===== src/rtl/jdb_pkg.sv =====
package jdb_pkg;
  typedef enum logic [1:0] {ST_IDLE, ST_RD, ST_WR} dmi_st_e;
endpackage


===== src/rtl/jdb_shreg.sv =====
module jdb_shreg #(
  parameter int W = 8
) (
  input  logic         clk_i,
  input  logic         rst_ni,
  input  logic         load_i,
  input  logic [W-1:0] load_val_i,
  input  logic         shift_i,
  input  logic         sin_i,
  output logic [W-1:0] q_o
);
  always_ff @(posedge clk_i or negedge rst_ni) begin
    if (!rst_ni)      q_o <= '0;
    else if (load_i)  q_o <= load_val_i;
    else if (shift_i) q_o <= {sin_i, q_o[W-1:1]};
  end
endmodule


===== src/rtl/jdb_dmi_fsm.sv =====
module jdb_dmi_fsm
  import jdb_pkg::*;
(
  input  logic clk_i,
  input  logic rst_ni,
  input  logic rd_start_i,
  input  logic wr_start_i,
  input  logic ack_i,
  output logic req_o,
  output logic we_o,
  output logic load_o
);
  dmi_st_e st_q, st_d;

  always_comb begin
    st_d = st_q;
    unique case (st_q)
      ST_IDLE: if (rd_start_i) st_d = ST_RD;
               else if (wr_start_i) st_d = ST_WR;
      ST_RD, ST_WR: if (ack_i) st_d = ST_IDLE;
      default: st_d = ST_IDLE;
    endcase
  end

  always_ff @(posedge clk_i or negedge rst_ni) begin
    if (!rst_ni) st_q <= ST_IDLE;
    else         st_q <= st_d;
  end

  assign req_o  = (st_q != ST_IDLE);
  assign we_o   = (st_q == ST_WR);
  assign load_o = (st_q == ST_RD) && ack_i;
endmodule


===== src/rtl/jtag_dmi_bridge.sv =====
module jtag_dmi_bridge #(
  parameter int IR_W = 4,
  parameter int AW = 8,
  parameter int DW = 64,
  parameter logic [IR_W-1:0] IR_ADDR = 4'h8,
  parameter logic [IR_W-1:0] IR_READ = 4'h9,
  parameter logic [IR_W-1:0] IR_WRRD = 4'hA
) (
  input  logic            clk_i,
  input  logic            rst_ni,
  input  logic [IR_W-1:0] ir_i,
  input  logic            capture_dr_i,
  input  logic            shift_dr_i,
  input  logic            update_dr_i,
  input  logic            tdi_i,
  output logic            tdo_o,
  output logic            dmi_req_o,
  output logic            dmi_we_o,
  output logic [AW-1:0]   dmi_addr_o,
  output logic [DW-1:0]   dmi_wdata_o,
  input  logic [DW-1:0]   dmi_rdata_i,
  input  logic            dmi_ack_i
);
  logic sel_addr, sel_rd, sel_wr, sel_data;
  logic [AW-1:0] asr_q, addr_q;
  logic [DW-1:0] dsr_q;
  logic load_data;

  assign sel_addr = (ir_i == IR_ADDR);
  assign sel_rd   = (ir_i == IR_READ);
  assign sel_wr   = (ir_i == IR_WRRD);
  assign sel_data = sel_rd | sel_wr;

  jdb_shreg #(.W(AW)) u_asr (
    .clk_i, .rst_ni,
    .load_i    (capture_dr_i & sel_addr),
    .load_val_i(addr_q),
    .shift_i   (shift_dr_i & sel_addr),
    .sin_i     (tdi_i),
    .q_o       (asr_q)
  );

  always_ff @(posedge clk_i or negedge rst_ni) begin
    if (!rst_ni)                       addr_q <= '0;
    else if (update_dr_i && sel_addr)  addr_q <= asr_q;
  end

  // shifting is held off while a debug access is outstanding
  jdb_shreg #(.W(DW)) u_dsr (
    .clk_i, .rst_ni,
    .load_i    (load_data),
    .load_val_i(dmi_rdata_i),
    .shift_i   (shift_dr_i & sel_data & ~dmi_req_o),
    .sin_i     (tdi_i),
    .q_o       (dsr_q)
  );

  jdb_dmi_fsm u_fsm (
    .clk_i, .rst_ni,
    .rd_start_i(capture_dr_i & sel_data),
    .wr_start_i(update_dr_i & sel_wr),
    .ack_i     (dmi_ack_i),
    .req_o     (dmi_req_o),
    .we_o      (dmi_we_o),
    .load_o    (load_data)
  );

  assign dmi_addr_o  = addr_q;
  assign dmi_wdata_o = dsr_q;
  assign tdo_o = sel_addr ? asr_q[0] : (sel_data ? dsr_q[0] : 1'b0);
endmodule


===== config.mk =====
export PLATFORM = sky130hd
export DESIGN_NAME = jtag_dmi_bridge
export DESIGN_NICKNAME = d
export VERILOG_FILES = /design/src/rtl/jdb_pkg.sv /design/src/rtl/jdb_shreg.sv /design/src/rtl/jdb_dmi_fsm.sv /design/src/rtl/jtag_dmi_bridge.sv
export SDC_FILE = /design/constraint.sdc
export NUM_CORES = 1
export LEC_CHECK = 0
export BUFFER_PORTS_ARGS = -buffer_cell sky130_fd_sc_hd__buf_4
export CAP_MARGIN = 25
export CORE_MARGIN = 1
export CORE_UTILIZATION = 40
export CTS_CLUSTER_SIZE = 40
export DETAILED_ROUTE_END_ITERATION = 16
export PLACE_DENSITY = 0.72
export SLEW_MARGIN = 20
export SYNTH_ARGS = -nofsm -noshare
export SYNTH_HDL_FRONTEND = slang
export SYNTH_SLANG_ARGS = --single-unit
export TNS_END_PERCENT = 30

===== constraint.sdc =====
create_clock -name clk_i -period 1.6 [get_ports clk_i]
set_input_delay 0.16 -clock clk_i [delete_from_list [all_inputs] [get_ports clk_i]]
set_output_delay 0.16 -clock clk_i [all_outputs]
set_load 0.01 [all_outputs]

==> results summary, run 1 <==
The met2 track utilization from global routing is 35.0%. The actual transition at the worst max-transition pin came out at 0.407 ns. The worst register-to-register path begins at u_fsm.st_q[0]. In this run the cell area of the synthesized design comes to 4100 sq um. The number of pins with negative max-slew slack in the final report came out at 0. The number of different library cells in the post-synthesis netlist is 32. The instance count of the mapped netlist came out at 460. The number of nets produced by synthesis is 538. The worst setup path is launched from a flip-flop.

The share of layout cells above drive strength 1 came out at 34.0%. The first global-routing pass estimated 18.4 mm of wire. The average detailed-routed wire length per instance came out at 16.5 um. The worst hold path begins at dmi_rdata_i[33]. The area share of xor/xnor cells in the synthesized design is 0.427%. The overall die area is 10700 sq um. The register bit count reported by yosys came out at 82.

From bottom edge to top edge, the die measures 103 um. The fill cell total of the finished layout is 851. The final net count is 681. In this run the remaining antenna-violating nets after routing total 0. The post-detailed-routing wire length is 12.2 mm. The multi-input combinational cell area is 1890 sq um.

The overall fraction of global-route tracks in use is 22.3%. TritonCTS built the clock tree. The count of placed standard cells in the final layout, fillers left out came out at 741. Net switching is 37.2% of the power. The count of flip-flops with a built-in enable after synthesis came out at 0. In the synthesized netlist the async set-or-reset flop fraction comes to 100%. The library cell used most frequently in the layout, excluding fill and tap cells, is sky130_fd_sc_hd__buf_4. The clock buffer count from CTS came out at 9. Dividing total power by cell area gives a power density of 1620 nW/um^2. The die span in x came out at 103 um. Of the available clock period, the critical path in the final layout requires 101%.

Measured against the total synthesized area, the mux share comes to 4.15%. The run finished, with violations left. The final RePlAce weighted congestion came out at 0.816. The H-tree generated during clock tree synthesis spans 3 levels.

The worst slack after detailed placement is -0.0759 ns. The warning count from the yosys run is 0. Among all flip-flop cells after synthesis, the most frequent one is sky130_fd_sc_hd__dfrtp_1. For the worst setup path, the data required time is 1.87 ns. The setup slack of the critical path after layout is -0.0203 ns. Summed over all layers, the global routing overflow is 0. After synthesis, flip-flops and latches occupy 50.1% of the total area. Hold timing on the final database bottoms out at a slack of 0.0801 ns. Dividing the detail-routed via count by the number of cells gives 5.66. The setup path with the least slack is of type flip-flop to flip-flop. The global routing usage on met1 came out at 31.7%.

The total instance count after detailed placement is 713. The area share of and/or/nand/nor cells after synthesis came out at 18.4%. The largest net degree at the start of global routing came out at 65.

The number of cells on the worst hold path is 3. The final setup violation count is 9. The worst-case reg-to-reg path depth is 7. The worst path in the final design needs a cycle of 1.62 ns, including I/O delays and setup.

STA classifies the critical path endpoint as a flip-flop. In this run the worst hold path is classified as input port to flip-flop. The count of endpoints failing hold in the final timing report came to 0.

The global routing usage on met3 is 2.62%. Of the total power, registers draw 39.3%. The worst register-to-register path ends at u_dsr.q_o[35]. The data arrival time of the critical path is 1.89 ns. Of the total synthesized cell area, the portion taken by full adders, half adders and majority gates is 0.916%. The aggregate negative setup slack is -0.0817 ns.

Clock-pin slew was measured on the worst setup and hold paths at 0.09 ns. The post-synthesis area per instance is 8.91 sq um. The tree is rooted in a sky130_fd_sc_hd__clkbuf_8. The worst hold endpoint is u_dsr.q_o[33]. The number of optimization iterations in the first detailed-route pass came out at 5. The clock arrives with 0.00866 ns of skew. The headroom to the max-slew limit came out at 72.9%. After synthesis, the largest family of logic cells by area is compound AO/OA/AOI/OAI gates. In this run the most used layer during global routing was met2.

Leaving out fill and tap cells, the most frequent cells in the layout are sky130_fd_sc_hd__buf_4 (160), sky130_fd_sc_hd__dfrtp_1 (82), sky130_fd_sc_hd__nand3_1 (66), sky130_fd_sc_hd__nor2_1 (66), sky130_fd_sc_hd__a31oi_1 (64). The post-synthesis compound-gate area fraction is 20.9%. The number of clock sinks came out at 82. In the final layout, flip-flops and latches occupy 2050 sq um.

The total area inside the core boundary comes to 9860 sq um. The tool flagged a number of max-cap violations equal to 0. The share of total power in the clock network is 16.2%. The count of standard-cell rows is 36. The worst IR drop on VDD came out at 0.000746 V.

The first routing iteration left 272 violations. In this run the count of I/O pins placed on the die edge is 150. The top fanout value on the critical path came out at 9. The count of input and output buffers came out at 149. The half-perimeter wire length after detailed placement came out at 7.88 mm. The leakage component of the power is 0.00257 uW. The final routed DRC violation total came out at 0. The starting density of the core is 41.6%. Based on the critical path, the design can be clocked at up to 0.617 GHz.

The final reports fail on setup timing. The maximum number of buffers from clock root to sink came out at 2. The total vias in the final route is 4194.

Relative to the synthesized area, the layout overhead comes to 42.9%. The worst register-to-register path has a setup slack of -0.02 ns. The utilization of the core after routing is 59.4%. The share of total power dissipated in combinational logic is 44.5%. Summed over all nets, the switching power comes to 3530 uW.

The via count of the first global-routing pass came out at 3672. The later pin in the worst-skew pair is clocked with a latency of 0.34 ns. Setup repair after global routing could not meet its margin everywhere. The cell-internal power is 5960 uW. 0 antenna diodes ended up in the layout. The initial antenna violation count is 0.
[cell usage after synthesis, types with 6 or more instances]
cell,instances,area share [%]
sky130_fd_sc_hd__a21oi_1,8,0.98
sky130_fd_sc_hd__a31oi_1,64,9.8
sky130_fd_sc_hd__buf_2,6,0.73
sky130_fd_sc_hd__clkbuf_1,29,2.7
sky130_fd_sc_hd__clkbuf_2,6,0.73
sky130_fd_sc_hd__dfrtp_1,82,50
sky130_fd_sc_hd__mux2_2,8,2.2
sky130_fd_sc_hd__mux2i_1,8,2.0
sky130_fd_sc_hd__nand2b_1,17,2.6
sky130_fd_sc_hd__nand3_1,66,8.1
sky130_fd_sc_hd__nor2_1,66,6.0
sky130_fd_sc_hd__o21ai_0,64,7.8
sky130_fd_sc_hd__o22ai_1,8,1.2
[metrics by stage]
step                power, uW  instance area (sq um)
floorplan                5540                   4100
global placement         7630                   5460
detailed placement       7770                   5460
CTS                      9400                   5730
global route            10100                   5860
finish                   9490                   5860
[worst max-delay path by stage]
stage	start	end	slack, ns	depth (start not counted)
2_1_floorplan	u_fsm.st_q[0]	u_dsr.q_o[53]	0.02	7
3_3_place_gp	u_fsm.st_q[0]	u_dsr.q_o[54]	0.03	6
3_5_place_dp	u_fsm.st_q[0]	u_dsr.q_o[13]	-0.08	6
4_1_cts	u_fsm.st_q[1]	u_dsr.q_o[56]	0.003	7
5_1_grt	u_fsm.st_q[0]	u_dsr.q_o[58]	-0.06	7
6_report	u_fsm.st_q[0]	u_dsr.q_o[35]	-0.02	7
[layer usage]
| metal | part of all wire, % | up-vias |
|---|---|---|
| li1 | - | 1956 |
| met1 | 44 | 2071 |
| met2 | 49 | 146 |
| met3 | 4.6 | 21 |
| met5 | 0 | - |
| met4 | 2.0 | 0 |
[kinds of logic (layout without fill, tap and decap cells)]
kind of cell | Yosys count | after routing
AO/OA/AOI/OAI | 149 | 149
XOR/XNOR | 2 | 2
adder cells (fa/ha/maj) | 3 | 3
buffers and inverters | 49 | 197
flip-flops | 82 | 82
multiplexers | 16 | 16
AND/OR/NAND/NOR | 159 | 159
[what timing repair did]
item,CTS,global route
buffers inserted,2,5
endpoints found under the setup margin,50,64
gates cloned,1,3
resized for setup,5,5
hold buffers,1,0
endpoints found under the hold margin,27,0
pin swaps,2,38
[area by class of cell]
cell class / instances / area share [%]
flip-flops and latches: 82 / 35.0
multi-input cells: 329 / 32.3
repair buffers: 177 / 26.1
well taps: 133 / 2.84
clock buffers: 12 / 2.65
clock inverters: 4 / 0.855
inverters: 4 / 0.256
[worst max-delay path: stages, from the launching register on]
cell and delay, ns:
sky130_fd_sc_hd__dfrtp_1 0.42, sky130_fd_sc_hd__inv_2 0.11, sky130_fd_sc_hd__ha_4 0.16, sky130_fd_sc_hd__and4b_2 0.28, sky130_fd_sc_hd__buf_6 0.14, sky130_fd_sc_hd__clkbuf_16 0.15, sky130_fd_sc_hd__nand3_1 0.07, sky130_fd_sc_hd__a31oi_1 0.19
[sequential cells by signal, indices dropped and copies added, names as in the netlist]
register and count:
dmi_addr_o 8, u_asr.q_o 8, u_dsr.q_o 64, u_fsm.st_q 2
[power groups by stage]
stage / registers (uW) / logic, uW / clock network [uW]
2_1_floorplan: 3960 / 1580 / 0
3_3_place_gp: 3730 / 3910 / 0
3_5_place_dp: 3730 / 4030 / 0
4_1_cts: 3720 / 4100 / 1590
5_1_grt: 3830 / 4610 / 1670
6_report: 3730 / 4220 / 1540
Note: power is estimated with default switching activity, not from simulation.
==> inputs of run 2 (changes only) <==
==> constraint.sdc (replaced) <==
create_clock -name clk_i -period 1.4 [get_ports clk_i]
set_input_delay 0.14 -clock clk_i [delete_from_list [all_inputs] [get_ports clk_i]]
set_output_delay 0.14 -clock clk_i [all_outputs]
set_load 0.01 [all_outputs]
==> results summary, run 2 (same netlist as run 1, synthesis figures left out) <==
The peak clock frequency supported by timing came out at 0.644 GHz. The starting density of the core came out at 41.6%. The overall die height is 103 um. The worst setup path is of the flip-flop to flip-flop kind. The multi-input combinational cells in the finished layout cover a total of 1980 sq um. The final setup violation count came out at 65. The total inserted antenna cells is 0. The flow ran to the end, but the final reports show violations.

The final reports fail on setup timing. The ratio of total power to cell area came out at 1860 nW/um^2. The count of placed standard cells in the final layout, fillers left out is 748. Clock-pin slew was measured on the worst setup and hold paths at 0.09 ns. The number of clock sinks is 82. The number of pins with negative max-slew slack in the final report is 0. The portion of the clock cycle consumed by the worst path in the final layout came out at 111%. The post-detailed-routing wire length came out at 12.7 mm. The root buffer cell chosen for the clock tree is sky130_fd_sc_hd__clkbuf_8. The fill cell total of the finished layout came out at 848. From synthesis to final layout, the design area changed by 47.2%.

The clock network accounts for 16.6% of the total power. The placeable core region came out at 9860 sq um. The total instance count after detailed placement is 722. The clock insertion delay at the later pin of the skew report came out at 0.36 ns. After global routing, the most crowded layer is met2. The remaining antenna violation count after routing came out at 0.

The area of all sequential standard cells is 2050 sq um. STA puts the critical path data required time at 1.68 ns. The total number of H-tree levels came out at 3.

The final period demand of the worst path came out at 1.55 ns. The type of the most critical hold path is input port to flip-flop. The largest net degree at the start of global routing is 83. The count of input and output buffers came out at 149. The final net count came out at 689. The half-perimeter wire length after detailed placement is 8.07 mm.

The initial antenna violation count came out at 0. The register with the most flip-flops in the final layout is u_dsr.q_o. The overall fraction of global-route tracks in use came out at 23.8%. The worst IR drop on VDD is 0.000934 V. The setup slack of the critical path after layout is -0.153 ns.

The top fanout value on the critical path is 11. After detailed routing, the number of vias per cell comes to 5.58. The leakage component of the power is 0.00264 uW. The number of flip-flops in the largest register came out at 64. The clock buffer count from CTS is 9. The maximum number of buffers from clock root to sink came out at 2. The top cell types in the final layout, fill and taps aside, are sky130_fd_sc_hd__buf_4 (167), sky130_fd_sc_hd__dfrtp_1 (82), sky130_fd_sc_hd__nor2_1 (66), sky130_fd_sc_hd__a31oi_1 (62), sky130_fd_sc_hd__nand3_1 (58). The clock tree from TritonCTS is done.

The met2 track utilization from global routing is 37.2%. The global routing usage on met3 is 4.17%. The total congestion overflow after global routing came out at 0. During I/O placement, the number of pins put on the boundary was 150. The analysis attributes to net switching a power of 4210 uW. Between clock sinks in the finished design, the worst skew comes to 0.0122 ns. The via count of the first global-routing pass is 4013.

The number of optimization iterations in the first detailed-route pass is 8. In this run, the number of DRC markers left after iteration 0 of detailed routing was 161. The worst setup path is launched from a flip-flop.

The combinational share of power came out at 45.1%. The headroom to the max-slew limit came out at 70.2%. The actual transition at the worst max-transition pin came out at 0.448 ns.

The switching share of power came out at 37.5%. The total vias in the final route came out at 4174. Setup repair after global routing could not meet its margin everywhere.

The wire length of the first global-routing pass is 19.6 mm. In the final layout, the share of cells above drive strength 1 is 37.7%. The final RePlAce weighted congestion came out at 0.830.

The average detailed-routed wire length per instance is 17.0 um. The proportion of power drawn by flip-flops and latches came out at 38.3%. STA classifies the critical path endpoint as a flip-flop. The aggregate negative setup slack is -6.36 ns. The most common cell after layout, fill and taps aside is sky130_fd_sc_hd__buf_4.

The count of standard-cell rows is 36. The floorplan step defined a die boundary enclosing 10700 sq um. The max-cap check violation count is 0.

In the routed design, unresolved DRC markers number 0. The die is 103 um wide. The cell-internal power came out at 7020 uW. STA puts the critical path data arrival time at 1.83 ns. The global routing usage on met1 came out at 32.7%. The count of endpoints failing hold in the final timing report came out at 0.
## run 2: what timing repair did
action | in CTS | in global routing
pin swaps | 32 | 20
gates cloned | 4 | 1
endpoints found under the setup margin | 67 | 67
buffers inserted | 4 | 1
hold buffers | 1 | 0
endpoints found under the hold margin | 82 | 0
resized for setup | 24 | 61
## run 2: power groups by stage
stage | logic [uW] | clock network, uW | registers, uW
after floorplan | 1840 | 0 | 4520
after global placement | 4550 | 0 | 4230
after detailed placement | 4720 | 0 | 4260
after CTS | 4910 | 1900 | 4240
after global routing | 5540 | 1980 | 4440
final | 5070 | 1870 | 4300
## run 2: critical path: stages, from the launching register on
cell and delay (ns):
sky130_fd_sc_hd__dfrtp_1 0.39, sky130_fd_sc_hd__inv_2 0.09, sky130_fd_sc_hd__ha_4 0.15, sky130_fd_sc_hd__and4b_4 0.27, sky130_fd_sc_hd__buf_12 0.15, sky130_fd_sc_hd__buf_12 0.13, sky130_fd_sc_hd__nand3_1 0.08, sky130_fd_sc_hd__a31oi_1 0.20
## run 2: stage by stage
stage | instance area (sq um) | utilization [%] | total power (uW) | setup slack (ns) | hold slack (ns)
floorplan | 4130 | - | 6360 | -0.0508 | -0.156
global placement | 5530 | 56.1 | 8790 | -0.112 | 0.208
detailed placement | 5530 | 56.1 | 8980 | -0.164 | 0.210
CTS | 5910 | 59.9 | 11100 | -0.131 | 0.0278
global route | 6030 | 61.2 | 12000 | -0.239 | 0.0392
finish | 6030 | 61.2 | 11200 | -0.153 | 0.0433
## run 2: per-layer routing
| layer | share of wire (%) | routed length [um] |
|---|---|---|
| met4 | 2.0 | 254 |
| met1 | 44 | 5620 |
| met5 | 0 | 0 |
| met2 | 48 | 6050 |
| met3 | 6.1 | 781 |
## run 2: final cells by class
type                    instances  area share (%)
well taps                     133            2.76
multi-input cells             329            32.8
repair buffers                185            26.8
inverters                       4           0.249
clock inverters                 6            1.37
clock buffers                   9            2.05
flip-flops and latches         82            34.0
## run 2: final timing paths
path	startpoint	to	slack [ns]	cells after the start
min in group asynchronous	rst_ni	u_dsr.q_o[63]	0.35	3
hold reg to reg	dmi_addr_o[2]	dmi_addr_o[2]	0.53	1
max in group asynchronous	rst_ni	u_dsr.q_o[33]	0.70	3
hold / removal	dmi_rdata_i[39]	u_dsr.q_o[39]	0.04	3
setup / recovery	u_fsm.st_q[1]	u_dsr.q_o[27]	-0.15	7
setup reg to reg	u_fsm.st_q[1]	u_dsr.q_o[27]	-0.15	7
